File: src/rtl/spi_byte_pkg.sv
package spi_byte_pkg;

   typedef enum logic {
      ORDER_MSB = 1'b0,
      ORDER_LSB = 1'b1
   } order_e;

   // half of the master clock period, in system cycles
   function automatic logic [6:0] half_period(input logic [1:0] rate, input logic dbl);
      logic [7:0] ratio;
      ratio = (rate == 2'd3) ? 8'd128 : (8'd4 << {rate, 1'b0});
      if (dbl) ratio = ratio >> 1;
      return ratio[7:1];
   endfunction

endpackage

File: src/rtl/spi_sync_edge.sv
module spi_sync_edge #(
   parameter int STAGES = 2,
   parameter bit INIT   = 1'b0
) (
   input  logic clk,
   input  logic rst_n,
   input  logic d_i,
   output logic q_o
);
   initial assert (STAGES >= 2) else $error("spi_sync_edge: STAGES must be at least 2");

   logic [STAGES-1:0] pipe;

   always_ff @(posedge clk or negedge rst_n) begin
      if (!rst_n) pipe <= {STAGES{INIT}};
      else        pipe <= {pipe[STAGES-2:0], d_i};
   end

   assign q_o = pipe[STAGES-1];
endmodule

File: src/rtl/spi_clk_div.sv
module spi_clk_div
   import spi_byte_pkg::*;
#(
   parameter int CNT_W = 7
) (
   input  logic       clk,
   input  logic       rst_n,
   input  logic       run_i,
   input  logic [1:0] rate_i,
   input  logic       dbl_i,
   output logic       tick_o
);
   initial assert (CNT_W >= 7) else $error("spi_clk_div: CNT_W too small for the slowest rate");

   logic [CNT_W-1:0] cnt;
   logic [6:0]       half;

   assign half   = half_period(rate_i, dbl_i);
   assign tick_o = run_i && (cnt == CNT_W'(half - 7'd1));

   always_ff @(posedge clk or negedge rst_n) begin
      if (!rst_n)                 cnt <= '0;
      else if (!run_i || tick_o)  cnt <= '0;
      else                        cnt <= cnt + 1'b1;
   end


   cnt_range_chk: assert property (@(posedge clk) disable iff (!rst_n || !run_i)
      cnt < CNT_W'(half));
endmodule

File: src/rtl/spi_byte_ctrl.sv
module spi_byte_ctrl
   import spi_byte_pkg::*;
#(
   parameter int DATA_W      = 8,
   parameter int SYNC_STAGES = 2,
   parameter int DIV_CNT_W   = 7
) (
   input  logic              clk,
   input  logic              rst_n,
   input  logic              en_i,
   input  logic              master_i,
   input  logic              lsb_first_i,
   input  logic [1:0]        rate_i,
   input  logic              dbl_i,
   input  logic              irq_en_i,
   input  logic              wr_i,
   input  logic [DATA_W-1:0] wdata_i,
   input  logic              rd_stat_i,
   input  logic              rd_data_i,
   output logic [DATA_W-1:0] rdata_o,
   output logic              done_o,
   output logic              wcol_o,
   output logic              irq_o,
   output logic              sck_o,
   output logic              mosi_o,
   input  logic              miso_i,
   input  logic              sck_i,
   input  logic              ss_n_i,
   input  logic              mosi_i,
   output logic              miso_o,
   output logic              miso_oe_o
);
   localparam int BC_W = $clog2(DATA_W + 1);

   initial assert (DATA_W >= 2) else $error("spi_byte_ctrl: DATA_W must be at least 2");

   logic              is_master, is_slave, ss_act;
   logic              sck_s, ss_s, mosi_s, sck_prev;
   logic              m_busy, sck_q, tick;
   logic              samp_ev, shift_ev, final_ev, busy, wr_ok, wr_col;
   logic              smp, in_bit, out_bit;
   logic [BC_W-1:0]   bitcnt;
   logic [DATA_W-1:0] sh, sh_next, rx_q;
   logic              done_q, wcol_q, stat_armed;

   assign is_master = en_i && master_i;
   assign is_slave  = en_i && !master_i;

   spi_sync_edge #(.STAGES(SYNC_STAGES), .INIT(1'b0)) u_sync_sck (
      .clk(clk), .rst_n(rst_n), .d_i(sck_i), .q_o(sck_s));
   spi_sync_edge #(.STAGES(SYNC_STAGES), .INIT(1'b1)) u_sync_ss (
      .clk(clk), .rst_n(rst_n), .d_i(ss_n_i), .q_o(ss_s));
   spi_sync_edge #(.STAGES(SYNC_STAGES), .INIT(1'b0)) u_sync_mosi (
      .clk(clk), .rst_n(rst_n), .d_i(mosi_i), .q_o(mosi_s));

   spi_clk_div #(.CNT_W(DIV_CNT_W)) u_div (
      .clk(clk), .rst_n(rst_n), .run_i(m_busy), .rate_i(rate_i), .dbl_i(dbl_i), .tick_o(tick));

   assign ss_act   = is_slave && !ss_s;
   assign samp_ev  = (m_busy && tick && !sck_q) || (ss_act && sck_s && !sck_prev);
   assign shift_ev = (m_busy && tick &&  sck_q) || (ss_act && !sck_s && sck_prev);
   assign final_ev = shift_ev && (bitcnt == BC_W'(DATA_W));
   assign busy     = m_busy || (ss_act && (bitcnt != '0));
   assign wr_ok    = wr_i && en_i && !busy;
   assign wr_col   = wr_i && en_i && busy;
   assign in_bit   = m_busy ? miso_i : mosi_s;

   // bit order picks the shift direction and the serial bit
   always_comb begin
      if (order_e'(lsb_first_i) == ORDER_LSB) begin
         sh_next = {smp, sh[DATA_W-1:1]};
         out_bit = sh[0];
      end else begin
         sh_next = {sh[DATA_W-2:0], smp};
         out_bit = sh[DATA_W-1];
      end
   end

   always_ff @(posedge clk or negedge rst_n) begin
      if (!rst_n) begin
         sck_prev <= 1'b0;
         m_busy   <= 1'b0;
         sck_q    <= 1'b0;
         bitcnt   <= '0;
         smp      <= 1'b0;
         sh       <= '0;
         rx_q     <= '0;
      end else begin
         sck_prev <= sck_s;

         if (!is_master || final_ev) m_busy <= 1'b0;
         else if (wr_ok)             m_busy <= 1'b1;

         if (!m_busy)   sck_q <= 1'b0;
         else if (tick) sck_q <= !sck_q;

         if (!ss_act && !m_busy) bitcnt <= '0;
         else if (final_ev)      bitcnt <= '0;
         else if (samp_ev)       bitcnt <= bitcnt + 1'b1;

         if (samp_ev) smp <= in_bit;

         if (wr_ok)         sh <= wdata_i;
         else if (shift_ev) sh <= sh_next;

         if (final_ev) rx_q <= sh_next;
      end
   end

   // flags: cleared by a buffer read that follows a status read
   always_ff @(posedge clk or negedge rst_n) begin
      if (!rst_n) begin
         done_q     <= 1'b0;
         wcol_q     <= 1'b0;
         stat_armed <= 1'b0;
      end else begin
         if (rd_data_i)                         stat_armed <= 1'b0;
         else if (rd_stat_i && (done_q || wcol_q)) stat_armed <= 1'b1;

         if (final_ev)                      done_q <= 1'b1;
         else if (rd_data_i && stat_armed)  done_q <= 1'b0;

         if (wr_col)                        wcol_q <= 1'b1;
         else if (rd_data_i && stat_armed)  wcol_q <= 1'b0;
      end
   end

   assign rdata_o   = rx_q;
   assign done_o    = done_q;
   assign wcol_o    = wcol_q;
   assign irq_o     = done_q && irq_en_i;
   assign sck_o     = sck_q;
   assign mosi_o    = m_busy ? out_bit : 1'b0;
   assign miso_o    = out_bit;
   assign miso_oe_o = ss_act;


   bitcnt_bound_chk: assert property (@(posedge clk) disable iff (!rst_n)
      bitcnt <= BC_W'(DATA_W));


   sck_idle_chk: assert property (@(posedge clk) disable iff (!rst_n)
      !m_busy |=> !sck_q);


   slave_idle_chk: assert property (@(posedge clk) disable iff (!rst_n)
      (is_slave && ss_s) |=> (bitcnt == '0));


   wcol_set_chk: assert property (@(posedge clk) disable iff (!rst_n)
      (wr_i && en_i && busy) |=> wcol_q);


   flag_hold_chk: assert property (@(posedge clk) disable iff (!rst_n)
      (rd_data_i && !stat_armed && done_q) |=> done_q);
endmodule

File: config.mk
export PLATFORM = sky130hd
export DESIGN_NAME = spi_byte_ctrl
export DESIGN_NICKNAME = d
export VERILOG_FILES = /design/src/rtl/spi_byte_pkg.sv /design/src/rtl/spi_sync_edge.sv /design/src/rtl/spi_clk_div.sv /design/src/rtl/spi_byte_ctrl.sv
export SDC_FILE = /design/constraint.sdc
export NUM_CORES = 1
export LEC_CHECK = 0
export ABC_AREA = 0
export BUFFER_PORTS_ARGS = -buffer_cell sky130_fd_sc_hd__buf_2
export CAP_MARGIN = 20
export CORE_ASPECT_RATIO = 1.5
export CORE_MARGIN = 2
export CORE_UTILIZATION = 25
export CTS_CLUSTER_DIAMETER = 40
export CTS_CLUSTER_SIZE = 40
export DETAILED_ROUTE_END_ITERATION = 16
export HOLD_SLACK_MARGIN = 0.03
export SKIP_LAST_GASP = 1
export SYNTH_ARGS = -nofsm -noshare
export SYNTH_HDL_FRONTEND = slang
export SYNTH_SLANG_ARGS = --single-unit
File: constraint.sdc
create_clock -name clk -period 2.4 [get_ports clk]
set_input_delay 0 -clock clk [delete_from_list [all_inputs] [get_ports clk]]
set_output_delay 0 -clock clk [all_outputs]
set_load 0.005 [all_outputs]
# Yosys cells after proc, flatten, opt, wreduce, memory -nomap -nowiden
# Cells that the tools add are included.
[totals]
reg_bits = 40
elab_cells = 85
[op_classes]
addsub = 3
eq_ne = 4
n_shift = 1
mux = 21
n_reduce_logical = 42
[op_table]
columns = ["op", "n"]
rows = [
  ["8-bit two-way mux", 5],
  ["1-bit logical AND", 20],
  ["1-bit two-way mux", 12],
  ["4-bit two-way mux", 3],
  ["2-bit nonzero test", 5],
  ["1-bit logical NOT", 9],
  ["3-bit by 3-bit left shift with 8-bit output (first input constant)", 1],
  ["7-bit by 1-bit adder with 7-bit output (second input constant)", 1],
  ["7-bit == test", 1],
  ["7-bit two-way mux", 1],
  ["7-bit by 1-bit subtractor with 7-bit output (second input constant)", 1],
  ["1-bit logical OR", 6],
  ["4-bit by 1-bit adder with 4-bit output (second input constant)", 1],
  ["4-bit == test (second input constant)", 1],
  ["4-bit nonzero test", 1],
  ["3-bit nonzero test", 1],
  ["2-bit == test (second input constant)", 1],
  ["2-bit by 1-bit != test with 1-bit output (second input constant)", 1],
]

# Logic depth before layout (Yosys ltp)
# Gate-level depths: netlist (run 1).
[depth]
word_depth = 12
mapped_depth = 9
depth_no_buf = 8

# Modules after synthesis
# Synthesis (run 1) repeated with hierarchy kept, for this count alone.
[unflattened]
cells_unflattened = 180
area_unflattened_um2 = 2085.8
[modules_own_cells]
columns = ["mod", "n_inst", "cells_each", "area_per_inst_um2", "seq_area_each_um2"]
rows = [
  ["spi_byte_ctrl", 1, 115, 1397.6, 675.6],
  ["spi_clk_div", 1, 59, 535.5, 175.2],
  ["spi_sync_edge (u_sync_mosi ...)", 2, 2, 50.0, 50.0],
  ["spi_sync_edge (u_sync_ss)", 1, 2, 52.6, 52.6],
]

# Worst setup path before layout (run 1)
# OpenSTA, ideal clock, no wires.
[synth_path]
kind = "reg2reg"
startpoint = "reg bitcnt[1]"
endpoint = "reg sh[5]"
setup_ns = 0.132
t_arrival_ns = 1.911
slack_ns = 0.357
stages_incl_launch_ff = 9
path_buffers = 2
period_less_slack_ns = 2.043
path_cell_list = "dfrtp_1 inv_1 ha_1 or3b_2 a21oi_1 and3_1 buf_1 clkbuf_1 o21ai_1"
[synth_via]
elab_chain_cells = 6
elab_cells_between_ends = 7
classes_between = "mux (1); reduce/logical (6)"
[synth_lines]
columns = ["item", "line", "text"]
rows = [
  ["from (decl)", "spi_byte_ctrl.sv:42", "logic [BC_W-1:0] bitcnt;"],
  ["from (signal assigned)", "spi_byte_ctrl.sv:99", "else if (samp_ev) bitcnt <= bitcnt + 1'b1;"],
  ["4-bit nonzero test (*)", "spi_byte_ctrl.sv:63", "assign busy = m_busy || (ss_act && (bitcnt != '0));"],
  ["1-bit logical AND (*)", "spi_byte_ctrl.sv:63", ""],
  ["1-bit logical OR (*)", "spi_byte_ctrl.sv:63", ""],
  ["1-bit logical NOT (*)", "spi_byte_ctrl.sv:64", "assign wr_ok = wr_i && en_i && !busy;"],
  ["1-bit logical AND (*)", "spi_byte_ctrl.sv:64", ""],
  ["8-bit two-way mux / 2-bit nonzero test (equally long branches)", "-", ""],
  ["to (signal assigned)", "spi_byte_ctrl.sv:103", "if (wr_ok) sh <= wdata_i;"],
  ["to (signal assigned)", "spi_byte_ctrl.sv:104", "else if (shift_ev) sh <= sh_next;"],
  ["to (decl)", "spi_byte_ctrl.sv:43", "logic [DATA_W-1:0] sh, sh_next, rx_q;"],
]
# Every way passes the cells marked *; elsewhere a longest branch is shown, timed or not.
# A chain may end at the register's enable or synchronous reset.

# Worst setup path after layout (run 1)
[layout_path]
startpoint = "reg u_div.cnt[0]"
endpoint = "reg bitcnt[3]"
[layout_via]
elab_chain_cells = 8
elab_cells_between_ends = 11
classes_between = "eq/ne (1); mux (2); reduce/logical (8)"
[layout_lines]
columns = ["item", "line", "text"]
rows = [
  ["from (decl)", "spi_clk_div.sv:15", "logic [CNT_W-1:0] cnt;"],
  ["from (signal assigned)", "spi_clk_div.sv:24", "else cnt <= cnt + 1'b1;"],
  ["7-bit == test (*)", "spi_clk_div.sv:19", "assign tick_o = run_i && (cnt == CNT_W'(half - 7'd1));"],
  ["1-bit logical AND (*)", "spi_clk_div.sv:19", ""],
  ["1-bit logical AND (*)", "spi_byte_ctrl.sv:60, spi_byte_ctrl.sv:61", ""],
  ["1-bit logical AND", "spi_byte_ctrl.sv:61", "assign shift_ev = (m_busy && tick && sck_q) || (ss_act && !sck_s && sck_prev);"],
  ["1-bit logical OR", "spi_byte_ctrl.sv:61", ""],
  ["1-bit logical AND", "spi_byte_ctrl.sv:62", "assign final_ev = shift_ev && (bitcnt == BC_W'(DATA_W));"],
  ["4-bit two-way mux", "spi_byte_ctrl.sv:98", "else if (final_ev) bitcnt <= '0;"],
  ["4-bit two-way mux", "spi_byte_ctrl.sv:97", "if (!ss_act && !m_busy) bitcnt <= '0;"],
]
# Marked as above.

==> results of run 1 <==
[kinds of logic after synthesis]
kind of cell / count (synthesis) / share of synthesized area [%]
compound gates: 30 / 11.6
xor+xnor: 7 / 3.08
fa+ha+maj: 3 / 1.89
buf+inv: 13 / 2.96
flops: 40 / 50.4
mux: 27 / 14.9
simple gates: 57 / 15.1
[worst min-delay path, cell delays in order]
cell,delay (ns)
buf_2,0.08
mux2i_1,0.06
a21oi_1,0.14
[placed cells by master (no fill, tap or decap), drive strengths merged, types with 2 or more instances in the layout]
cell         count
inv              5
dfrtp           38
and3b            3
and2             5
dlygate4sd3     18
a21o             2
xnor2            5
mux2i            9
clkbuf           6
o21ai           12
nand4            4
buf             43
dfstp            2
nand2           17
nor3             2
nor3b            3
and3             2
a21oi            8
mux2            18
nand2b           2
xor2             2
nor2            13
ha               3
o41ai            2
[registers in the layout (all words and copies together) (netlist names)]
register	flops
done_o	1
u_div.cnt	7
smp	1
sck_prev	1
rdata_o	8
u_sync_sck.pipe	2
bitcnt	4
sh	8
u_sync_mosi.pipe	2
u_sync_ss.pipe	2
stat_armed	1
wcol_o	1
sck_o	1
m_busy	1
[Yosys cell counts (4+ instances only)]
cell type / n
nand2_1: 17
nand4_1: 4
mux2_1: 8
nor2_1: 13
mux2i_1: 9
dfrtp_1: 38
o21ai_1: 9
and2_1: 4
mux2_2: 9
xnor2_1: 5
inv_1: 5
a21oi_1: 8
[metal layers]
metal / track usage, % / vias to the layer above / routed length (microns)
met3: 2.55 / 8 / 148
met5: 0 / - / 0
met1: 11.4 / 733 / 1750
met4: 4.24 / 0 / 81
li1: - / 739 / -
met2: 19.6 / 33 / 2290
[power by group through the flow]
| stage | logic (mW) | registers, mW | clock network (mW) |
|---|---|---|---|
| 2_1_floorplan | 0.112 | 0.755 | 0 |
| 3_3_place_gp | 0.179 | 0.764 | 0 |
| 3_5_place_dp | 0.183 | 0.765 | 0 |
| 4_1_cts | 0.209 | 0.753 | 0.755 |
| 5_1_grt | 0.235 | 0.760 | 0.786 |
| 6_report | 0.206 | 0.756 | 0.742 |
[metrics by stage]
step / worst slack (ns) / hold WS, ns / power [mW] / instances / cell area [sq um]
5_1_grt: 0.0520 / 0.0637 / 1.78 / 340 / 2650
6_report: 0.237 / 0.0396 / 1.70 / 340 / 2650
3_3_place_gp: 0.267 / 0.107 / 0.944 / 314 / 2300
3_5_place_dp: 0.219 / 0.108 / 0.948 / 314 / 2300
4_1_cts: 0.202 / 0.0467 / 1.72 / 340 / 2650
2_1_floorplan: 0.357 / -0.296 / 0.868 / 177 / 1990
[worst min path at each step]
stage | from | end | slack, ns | cells past startpoint
2_1_floorplan | rst_n | bitcnt[0] | -0.30 | 0
3_3_place_gp | ss_n_i | u_sync_ss.pipe[0] | 0.11 | 1
3_5_place_dp | ss_n_i | u_sync_ss.pipe[0] | 0.11 | 1
4_1_cts | miso_i | smp | 0.05 | 3
5_1_grt | miso_i | smp | 0.06 | 3
6_report | miso_i | smp | 0.04 | 3
[layout make-up]
cell class                 count  area, sq um
timing repair buffer          61          408
tap                          102          128
fill                         790         5010
inverter                       5         18.8
clock buffer                   6          129
sequential                    40         1000
multi-input combinational    124          927
clock inverter                 2         35.0
==> impl.org, run 1 <==
** Final layout
- Antenna diodes :: 0
- Count of nets after finishing :: approximately 260
- Compared with the post-synthesis result, the final layout area differs by 33.1%.
- Post-Route Utilization :: 34.6%
- The post-route netlist has 29.0% of its cells at a drive strength greater than 1.

** Route
- After detailed routing, the number of remaining DRC violations is 0.
- The routed design has about 4300 microns of wire.
- First-pass DRT Iterations :: 4
- Routed Antenna Nets :: 0
- In the routed layout, each cell is associated on average with a via count of ~4.5.
- In this run, the number of DRC markers left after iteration 0 of detailed routing was a little over 50.
- After detailed routing, the average wire length per cell comes to about 13 microns.
- Total number of vias :: 1513

** Timing
- Setup repair after global routing left no endpoint under its margin.
- The worst pin sits at a relative slew slack of roughly two fifths.
- The number of hold-slack violations in the final timing report is 0.
- Clock Skew :: about 0.0038 ns
- Setup violations remaining at the end of the flow were counted as 0.
- Ratio of final minimum period to clock period :: between 90 and 100%
- Highest clock rate :: approximately 0.46 GHz
- Subtracting the final worst setup slack from the clock period gives between 2 and 2.5 ns.
- Total negative slack for setup checks :: 0 ns
- Least-Margin Pin Slew :: about 0.89 ns
- The number of pins exceeding their max-slew limit in the final report came to 0.

** Pwr
- Clk network pwr share :: a little over two fifths
- VDD sags by at most roughly 370 uV.
- The analysis attributes to cell leakage a power of roughly 1.3 nW.
- Registers are responsible for 44.4% of the overall power.
- Internal power comes to about 1.3 mW.
- Switching Fraction :: 22.6%
- Summed over all nets, the switching power comes to ~0.38 mW.
- Power Density :: roughly 640 nW/um^2
- Combinational logic is responsible for between 10% and 20% of the overall power.

** Floorplanning
- Die height :: ~110 microns
- The floorplan has 39 rows.
- In this run the count of I/O pins placed on the die edge is 39.
- Die W :: 76.8 microns
- The initial utilization of the core area, before any placement, comes to 26.0%.
- Area of the die :: ~8700 sq um
- The core region is roughly 7700 sq um.

** CTS
- TritonCTS clock tree :: built
- CTS Hold Bufs :: 18
- Worst skew pair latency :: around 0.28 ns
- Post-CTS setup-driven buffer insertion count :: 0
- The tree is rooted in a clkbuf_16.
- Clock transition at the register clock pins on the worst setup and hold paths after CTS :: around 0.06 ns
- Buffers inserted during clock tree synthesis total 5.
- Number of instances resized during post-cts repair :: 0
- The longest clock path from root to sink contains 2 buffers.
- Clock tree synthesis found a total of 40 sinks.
- Number of H-tree branching levels :: 2

** Yosys
- Post-Syn Instances :: around 180
- Most used flip-flop cell after synthesis :: dfrtp_1
- The number of nets in the synthesized netlist is a little over 200.
- Count of unique library cells instantiated by Yosys :: 42
- The share of synthesized area in the top cell type comes to roughly 48%.
- Sorting the synthesized cells by area gives the leading types as dfrtp_1, mux2_2, mux2i_1.
- A synthesized cell averages roughly 11 sq um.
- #FFs+latches synth :: 40
- Largest area contributor in the synthesized netlist :: dfrtp_1
- Total standard cell area after synthesis :: 1990 sq um
- Warnings from Yosys :: 0
- The share of the Yosys chip area taken by registers is between 50 and 60%.
- Ys async rst share :: 100%
- Counting flops with a built-in enable in the synthesized netlist gives 0.

** GRT
- Vias in the first global route :: roughly 1600
- The first global-routing pass estimated about 7300 microns of wire.
- Summed over all layers, the global routing overflow is 0.
- Entering global routing, the biggest net connects between 40 and 50 pins.
- In the global route stage, overall resource usage came out at between 10% and 20%.
- The initial antenna violation count was 0.

** Worst setup path
- Startpoint of the lowest-slack register-to-register path :: u_div.cnt[0]
- Highest-delay cell along the critical path :: a2111oi_4
- Together, buffers and inverters on the worst path number 0.
- List of cells traversed by the critical path :: and2_2 -> nand4_1 -> a2111oi_4 -> a22o_2 -> nor3b_1 -> mux2_4
- End of the worst register-to-register path :: bitcnt[3]
- In this design, the stage delay of the slowest critical-path cell is just over 0.5 ns.
- The most critical setup path has its startpoint at u_div.cnt[0].
- Setup slack on the worst reg-to-reg path comes out at ~0.24 ns.
- STA classifies the critical path endpoint as a flip-flop.
- At the worst endpoint, the arrival time is about 2.3 ns.
- The setup path with the least slack is of type reg -> reg.
- Required time reported for the critical path endpoint :: ~2.6 ns
- Sort of element at the start of the critical path :: flip-flop
- Counting cells, the worst reg-to-reg path comes to 6.
- Highest net fanout along the worst path :: 15
- Kind of cell with the highest combined delay on the critical path :: compound AO/OA/AOI/OAI gates
- Timing endpoint of the critical path :: bitcnt[3]
- The critical path runs through a total of 6 cells.

** Status
- Outcome :: finished, final reports clean

** Place
- Detailed Place HPWL :: 3080 microns
- Final weighted congestion in routability-driven placement :: 0.793
- IO Port Bufs :: 38

** Job
- Max-cap violations in this run came to 0.

** Min path
- Classification of the worst-slack hold path :: in -> reg
Note: power is estimated with default switching activity, not from simulation.
==> run 2, diff against run 1 <==
Settings changed: CORE_UTILIZATION 25 to 35.
==> run 2 against run 1 <==
Against the previous run: register-to-register slack hardly changed; cell area is 3.8% lower; sequential share of layout area is 1.5 points higher; utilization is 12 points higher; wire length is 7.4% lower; sequential power hardly changed; via count is 3.6% lower; critical path type unchanged.
==> impl.org, run 2 (synthesized netlist as in run 1, its figures left out) <==
** CTS
- Clock tree sinks :: 40 (unchanged)
- Clock buffer count from CTS :: 5 (unchanged)
- Library cell used as clock root buffer :: clkbuf_8 (was clkbuf_16)
- Number of H-tree branching levels :: 2 (unchanged)
- The insertion delay to the later sink of the worst-skew pair was 0.29 ns (was 0.28 ns).
- Post-CTS setup-driven buffer insertion count :: 0 (unchanged)
- TritonCTS clock tree :: built (unchanged)
- Clock transition at the register clock pins on the worst setup and hold paths after CTS :: 0.08 ns (was 0.06 ns)
- The largest buffer count on any clock path was 2 (unchanged).

** Timing
- The final worst-path setup slack came to 0.235 ns (was 0.237 ns).
- The portion of the clock cycle consumed by the worst path in the final layout is 90.2% (was 90.1%).
- Total negative slack for setup checks :: 0 ns (unchanged)
- The actual slew at the worst max-slew pin came to 0.889 ns (was 0.888 ns).
- Unrepaired setup endpoints after global routing :: false (unchanged)
- The worst hold slack is 0.0413 ns (was 0.0396 ns).
- The headroom to the max-slew limit is 40.7% (was 40.8%).
- The post-route minimum period was 2.16 ns (about the same).
- The upper clock frequency limit is 0.462 GHz (about the same).
- Number of pins with negative max-slew slack in the final report :: 0 (unchanged)
- Final setup violating endpoints :: 0 (unchanged)
- The number of hold-slack violations in the final timing report came to 0 (unchanged).
- The setup clock skew after layout is 0.00548 ns (was 0.00377 ns).

** Floorplanning
- The initial core utilization was 36.2% (was 26.0%).
- The count of pins on the block boundary was 39 (unchanged).
- The core area was 5490 sq um (was 7660 sq um).
- The number of placement rows was 33 (was 39).
- The die span in y came to 96.3 microns (was 113 microns).
- The die outline width was 65.6 microns (was 76.8 microns).
- The floorplan die area came to 6320 sq um (was 8700 sq um).

** Route
- The total length of routed wires came to 3960 microns (was 4270 microns).
- The violation count after the first detailed-routing iteration is 52 (was 51).
- Routed Antenna Nets :: 0 (unchanged)
- The number of DRC violations after detailed routing was 0 (unchanged).
- The average via count per standard cell is 4.75 (was 4.45).
- First-pass DRT Iterations :: 4 (unchanged)
- The wire length per cell after detailed routing is 12.9 microns (was 12.6 microns).
- Total number of vias :: 1459 (was 1513)

** Worst setup path
- The biggest cell delay along the critical path is 0.51 ns (about the same).
- Sort of element at the start of the critical path :: flip-flop (unchanged)
- The arrival time of data at the critical path endpoint is 2.34 ns (was 2.32 ns).
- Highest-delay cell along the critical path :: a2111oi_4 (unchanged)
- WP buf/inv :: 0 (unchanged)
- The kind of critical path was reg -> reg (unchanged).
- Worst Setup End Kind :: flip-flop (unchanged)
- List of cells traversed by the critical path :: and2_2 -> nand4_1 -> a2111oi_4 -> a21o_1 -> nand4_1 -> mux2_4 (was and2_2 -> nand4_1 -> a2111oi_4 -> a22o_2 -> nor3b_1 -> mux2_4)
- The startpoint of the most critical setup path was u_div.cnt[0] (unchanged).
- Highest net fanout along the worst path :: 8 (was 15)
- Startpoint of the lowest-slack register-to-register path :: u_div.cnt[0] (unchanged)
- Kind of cell with the highest combined delay on the critical path :: compound AO/OA/AOI/OAI gates (unchanged)
- Required time reported for the critical path endpoint :: 2.58 ns (was 2.56 ns)
- Most frequent cell on the critical path :: nand4_1

** GRT
- Overflow left after global routing :: 0 (unchanged)
- Vias in the first global route :: 1513 (was 1573)
- The global routing usage summed across all routing layers is 14.3% (was 10.6%).
- The first-pass GRT wire length is 6910 microns (was 7250 microns).
- The maximum number of pins on one net before global-route repair is 41 (unchanged).
- The initial antenna violation count was 0 (unchanged).

** Final layout
- The number of antenna cells inserted came to 0 (unchanged).
- The area added between synthesis and finish is 28.1% (was 33.1%).
- The final non-filler cell area was 2550 sq um (was 2650 sq um).
- Layout cells sized above 1 :: 29.1% (was 29.0%)
- The utilization after layout came to 46.4% (was 34.6%).
- The final standard cell count with taps included and fillers excluded is 307 (was 340).
- Most frequent cells in the layout :: dfrtp_1, buf_2, dlygate4sd3_1 (unchanged)
- Count of nets after finishing :: 263 (was 264)
- Filler Cell Count :: 527 (was 790)

** Place
- Setup slack after placement :: 0.234 ns (was 0.219 ns)
- Detailed Place HPWL :: 2890 microns (was 3080 microns)
- Final weighted congestion in routability-driven placement :: 0.753 (was 0.793)
- Placed cell count :: 281 (was 314)
- Placed inst area :: 2260 sq um (was 2300 sq um)
- The count of port buffers added during placement is 38 (unchanged).

** Job
- The max-cap check violation count is 0 (unchanged).

** Status
- Outcome: finished, final reports clean (unchanged).

** Pwr
- Switching Fraction :: 24.5% (was 22.6%)
- The power per standard cell area came to 590 nW/um^2 (was 643 nW/um^2).
- The net switching power figure is 0.369 mW (was 0.385 mW).
- Clk network pwr share :: 36.4% (was 43.6%)
- Design Power :: 1.50 mW (was 1.70 mW)
- Flop pwr share :: 50.1% (was 44.4%)
- Maximum ir drop on the vdd rail :: 359 uV (was 372 uV)
- The internal power contribution came to 1.14 mW (was 1.32 mW).
- Lkg Pwr :: 1.27 nW (was 1.30 nW)
- Combinational share of power :: 13.5% (was 12.1%)

** Min path
- The path category of the worst min-delay check is in -> reg (unchanged).
- The worst min-delay path startpoint is miso_i (unchanged).
## run 2: changes by cell type in the layout (fill, tap and decap cells not counted)
cell        previous run  this run
clkbuf_8               0         5
clkinvlp_4             0         1
buf_4                  5         4
clkbuf_16              5         0
clkbuf_1               1         0
## run 2: power by group through the flow
stage / Combinational, mW / Clock (mW) / Sequential [mW]
floorplan: 0.112 / 0 / 0.755
CTS: 0.206 / 0.562 / 0.752
global placement: 0.178 / 0 / 0.765
detailed placement: 0.180 / 0 / 0.765
finish: 0.203 / 0.548 / 0.753
global route: 0.235 / 0.590 / 0.760
## run 2: worst paths after layout
path,endpoint,slack (ns),cells after the start
worst max-delay path,bitcnt[3],0.24,6
worst min-delay path,smp,0.04,3
worst max register to register,bitcnt[3],0.24,6
worst min register to register,u_sync_mosi.pipe[1],0.35,0
max in group asynchronous,u_div.cnt[0],1.48,2
min in group asynchronous,u_sync_mosi.pipe[0],0.37,2
## run 2: layer usage
layer | GRT usage (%) | up-vias | routed length [microns]
met4 | 6.42 | 0 | 118
li1 | - | 735 | -
met3 | 2.46 | 10 | 147
met1 | 17.6 | 682 | 1650
met5 | 0 | - | 0
met2 | 24.4 | 32 | 2040
## run 2: layout make-up
class,count,area [sq um],area share [%]
sequential,40,1000,39.4
multi-input combinational,124,927,36.4
timing repair buffer,60,400,15.7
tap,70,87.6,3.44
clock buffer,5,68.8,2.70
clock inverter,3,42.5,1.67
inverter,5,18.8,0.736
## run 2: repair_timing
| item | in CTS | in global routing |
|---|---|---|
| hold buffers | 18 | 0 |
| gates resized for setup | 0 | 0 |
| endpoints found under the hold margin | 53 | 0 |
## run 2: worst register-to-register path, delay by kind of cell (launching register included)
kind | cells | cell delay [ns]
DFF | 1 | 0.40
muxes | 1 | 0.31
AOI/OAI and AO/OA | 2 | 0.85
and+or+nand+nor | 3 | 0.50
==> run 3, diff against run 2 <==
--- a/config.mk
+++ b/config.mk
@@ -16,4 +16,5 @@
 export DETAILED_ROUTE_END_ITERATION = 16
 export HOLD_SLACK_MARGIN = 0.03
+export MAX_ROUTING_LAYER = met4
 export SKIP_LAST_GASP = 1
 export SYNTH_ARGS = -nofsm -noshare
==> constraint.sdc (replaced) <==
create_clock -name clk -period 2.4 [get_ports clk]
set_input_delay 0.48 -clock clk [delete_from_list [all_inputs] [get_ports clk]]
set_output_delay 0.48 -clock clk [all_outputs]
set_load 0.005 [all_outputs]
==> run 3 against run 2 <==
Against the previous run: utilization down 3.3 points; first-iteration DRC count shrank 9.6%; fmax up 1.8%; non-clock buffer count is 18 lower; clock power down 2%; wire length decreased by 4.1%; setup slack improved by 0.037 ns; die area unchanged; highest routed layer unchanged.
==> impl.org, run 3 (synthesized netlist as in run 1, its figures left out) <==
** Timing
- The worst hold slack came to 0.285 ns (was 0.0413 ns).
- Total count of hold-check failures in the final report :: 0 (unchanged)
- The total negative setup slack is 0 ns (unchanged).
- Min cycle time layout :: 2.13 ns (was 2.16 ns)
- The headroom to the max-slew limit came to 41.1% (was 40.7%).
- The setup clock skew after layout is 0.00480 ns (was 0.00548 ns).
- Least-Margin Pin Slew :: 0.883 ns (was 0.889 ns)
- The setup violation total in the final timing report was 0 (unchanged).
- The number of pins exceeding their max-slew limit in the final report is 0 (unchanged).
- The portion of the clock cycle consumed by the worst path in the final layout came to 88.6% (was 90.2%).
- Unrepaired setup endpoints after global routing :: false (unchanged)
- The upper clock frequency limit is 0.470 GHz (was 0.462 GHz).

** Worst setup path
- The endpoint type of the worst setup path is a flip-flop (unchanged).
- The required time of the critical path was 2.58 ns (about the same).
- Type of the setup path with the least slack :: reg -> reg (unchanged)
- Highest net fanout along the worst path :: 8 (unchanged)
- Sort of element at the start of the critical path :: flip-flop (unchanged)
- The arrival time of data at the critical path endpoint is 2.31 ns (was 2.34 ns).

** Floorplanning
- The core area was 5490 sq um (unchanged).
- I/O pin total :: 39 (unchanged)
- The die outline width is 65.6 microns (unchanged).
- The die span in y is 96.3 microns (unchanged).
- The number of placement rows came to 33 (unchanged).
- The floorplan die area came to 6320 sq um (unchanged).
- Starting density of the core :: 36.2% (unchanged)

** Final layout
- The proportion of layout cells with a drive suffix above 1 was 31.1% (was 29.1%).
- The area added between synthesis and finish is 18.9% (was 28.1%).
- Filler Cell Count :: 536 (was 527)
- Most frequent cells in the layout :: dfrtp_1, buf_2, nand2_1 (was dfrtp_1, buf_2, dlygate4sd3_1)
- The number of antenna cells inserted is 0 (unchanged).
- The net count of the finished layout is 245 (was 263).

** CTS
- Library cell used as clock root buffer :: clkbuf_8 (unchanged)
- Worst skew pair latency :: 0.29 ns (about the same)
- Post-CTS setup-driven buffer insertion count :: 0 (unchanged)
- Number of H-tree branching levels :: 2 (unchanged)
- Clock transition at the register clock pins on the worst setup and hold paths after CTS :: 0.08 ns (about the same)
- Clock tree sinks :: 40 (unchanged)
- The largest buffer count on any clock path was 2 (unchanged).
- CTS Hold Bufs :: 0 (was 18)
- The CTS tree is built (unchanged).
- Number of instances resized during post-cts repair :: 0 (unchanged)
- The number of buffers added by the clock tree synthesis step came to 5 (unchanged).

** Route
- The iteration count of the initial detailed-routing pass was 4 (unchanged).
- Drt total wl :: 3790 microns (was 3960 microns)
- The number of DRC violations after detailed routing was 0 (unchanged).
- The average via count per standard cell came to 4.93 (was 4.75).
- The via total after detailed routing was 1424 (was 1459).
- The violation count after the first detailed-routing iteration is 47 (was 52).
- Wire length per cell :: 13.1 microns (was 12.9 microns)
- The number of nets still failing antenna checks after routing is 0 (unchanged).

** GRT
- Pin count of the biggest net entering global routing :: 41 (unchanged)
- The residual overflow from global routing came to 0 (unchanged).
- Antenna violations before repair :: 0 (unchanged)
- The first-pass GRT wire length came to 6500 microns (was 6910 microns).
- The global routing usage summed across all routing layers came to 14.1% (was 14.3%).
- The number of global-route vias before repair is 1416 (was 1513).

** Job
- The max-cap check violation count was 0 (unchanged).

** Pwr
- The reported leakage power is 1.20 nW (was 1.27 nW).
- The peak ir drop on the vdd network was 450 uV (was 359 uV).
- Power Density :: 621 nW/um^2 (was 590 nW/um^2)

** Status
- Outcome :: finished, final reports clean (unchanged)

** Place
- IO Port Bufs :: 38 (unchanged)
- The post-detailed-placement half-perimeter wirelength was 2870 microns (was 2890 microns).
- The routability-driven placement congestion ratio is 0.752 (was 0.753).

** Min path
- Classification of the worst-slack hold path :: in -> reg (unchanged)
-- run 3: changes by cell type in the layout (fill, tap and decap cells not counted), sizes merged --
cell	change
clkbuf	+1
clkinvlp	-1
dlygate4sd3	-18
-- run 3: metrics by stage --
stage | power (mW) | worst slack (ns) | instances | area (sq um) | utilization (%)
final | 1.47 | 0.272 | 289 | 2360 | 43.1
after global routing | 1.54 | 0.119 | 289 | 2360 | 43.1
after CTS | 1.49 | 0.272 | 289 | 2360 | 43.1
after detailed placement | 0.946 | 0.148 | 281 | 2260 | 41.1
after global placement | 0.944 | 0.179 | 281 | 2260 | 41.1
after floorplan | 0.868 | 0.280 | 177 | 1990 | -
-- run 3: cell type report --
| class | instances | area [sq um] | share of cell area [%] |
|---|---|---|---|
| well taps | 70 | 87.6 | 3.70 |
| repair buffers | 42 | 220 | 9.31 |
| clock buffers | 6 | 72.6 | 3.07 |
| inverters | 5 | 18.8 | 0.794 |
| flip-flops and latches | 40 | 1000 | 42.4 |
| multi-input cells | 124 | 927 | 39.2 |
| clock inverters | 2 | 35.0 | 1.48 |
-- run 3: worst paths after layout --
check                                    startpoint                  end  slack, ns  cells after the start
min in group asynchronous                     rst_n                sh[0]       0.31                      1
max in group asynchronous                     rst_n            bitcnt[0]       1.55                      1
worst max register to register         u_div.cnt[4]                sh[3]       0.27                      6
worst min register to register  u_sync_mosi.pipe[0]  u_sync_mosi.pipe[1]       0.35                      0
worst min-delay path                         ss_n_i    u_sync_ss.pipe[0]       0.28                      1
worst max-delay path                   u_div.cnt[4]                sh[3]       0.27                      6
-- run 3: worst max-delay path: stages, from the launching register on --
cell and delay [ns]:
dfrtp_1 0.47, and4_1 0.24, o41ai_2 0.40, nand2_1 0.17, a31oi_4 0.39, mux2i_1 0.26
o21ai_1 0.08
-- run 3: per-layer routing --
metal / global-route usage (%) / share of wire [%] / vias up
met5: - / 0 / -
met4: 6.25 / 2.0 / 0
met1: 16.1 / 42 / 688
met2: 24.1 / 52 / 29
li1: - / - / 700
met3: 2.46 / 3.2 / 7
-- run 3: report_power, final --
part           internal (mW)  switching (mW)
Clock                  0.308           0.228
Sequential             0.720          0.0351
Combinational         0.0873          0.0885
Total                   1.12           0.352
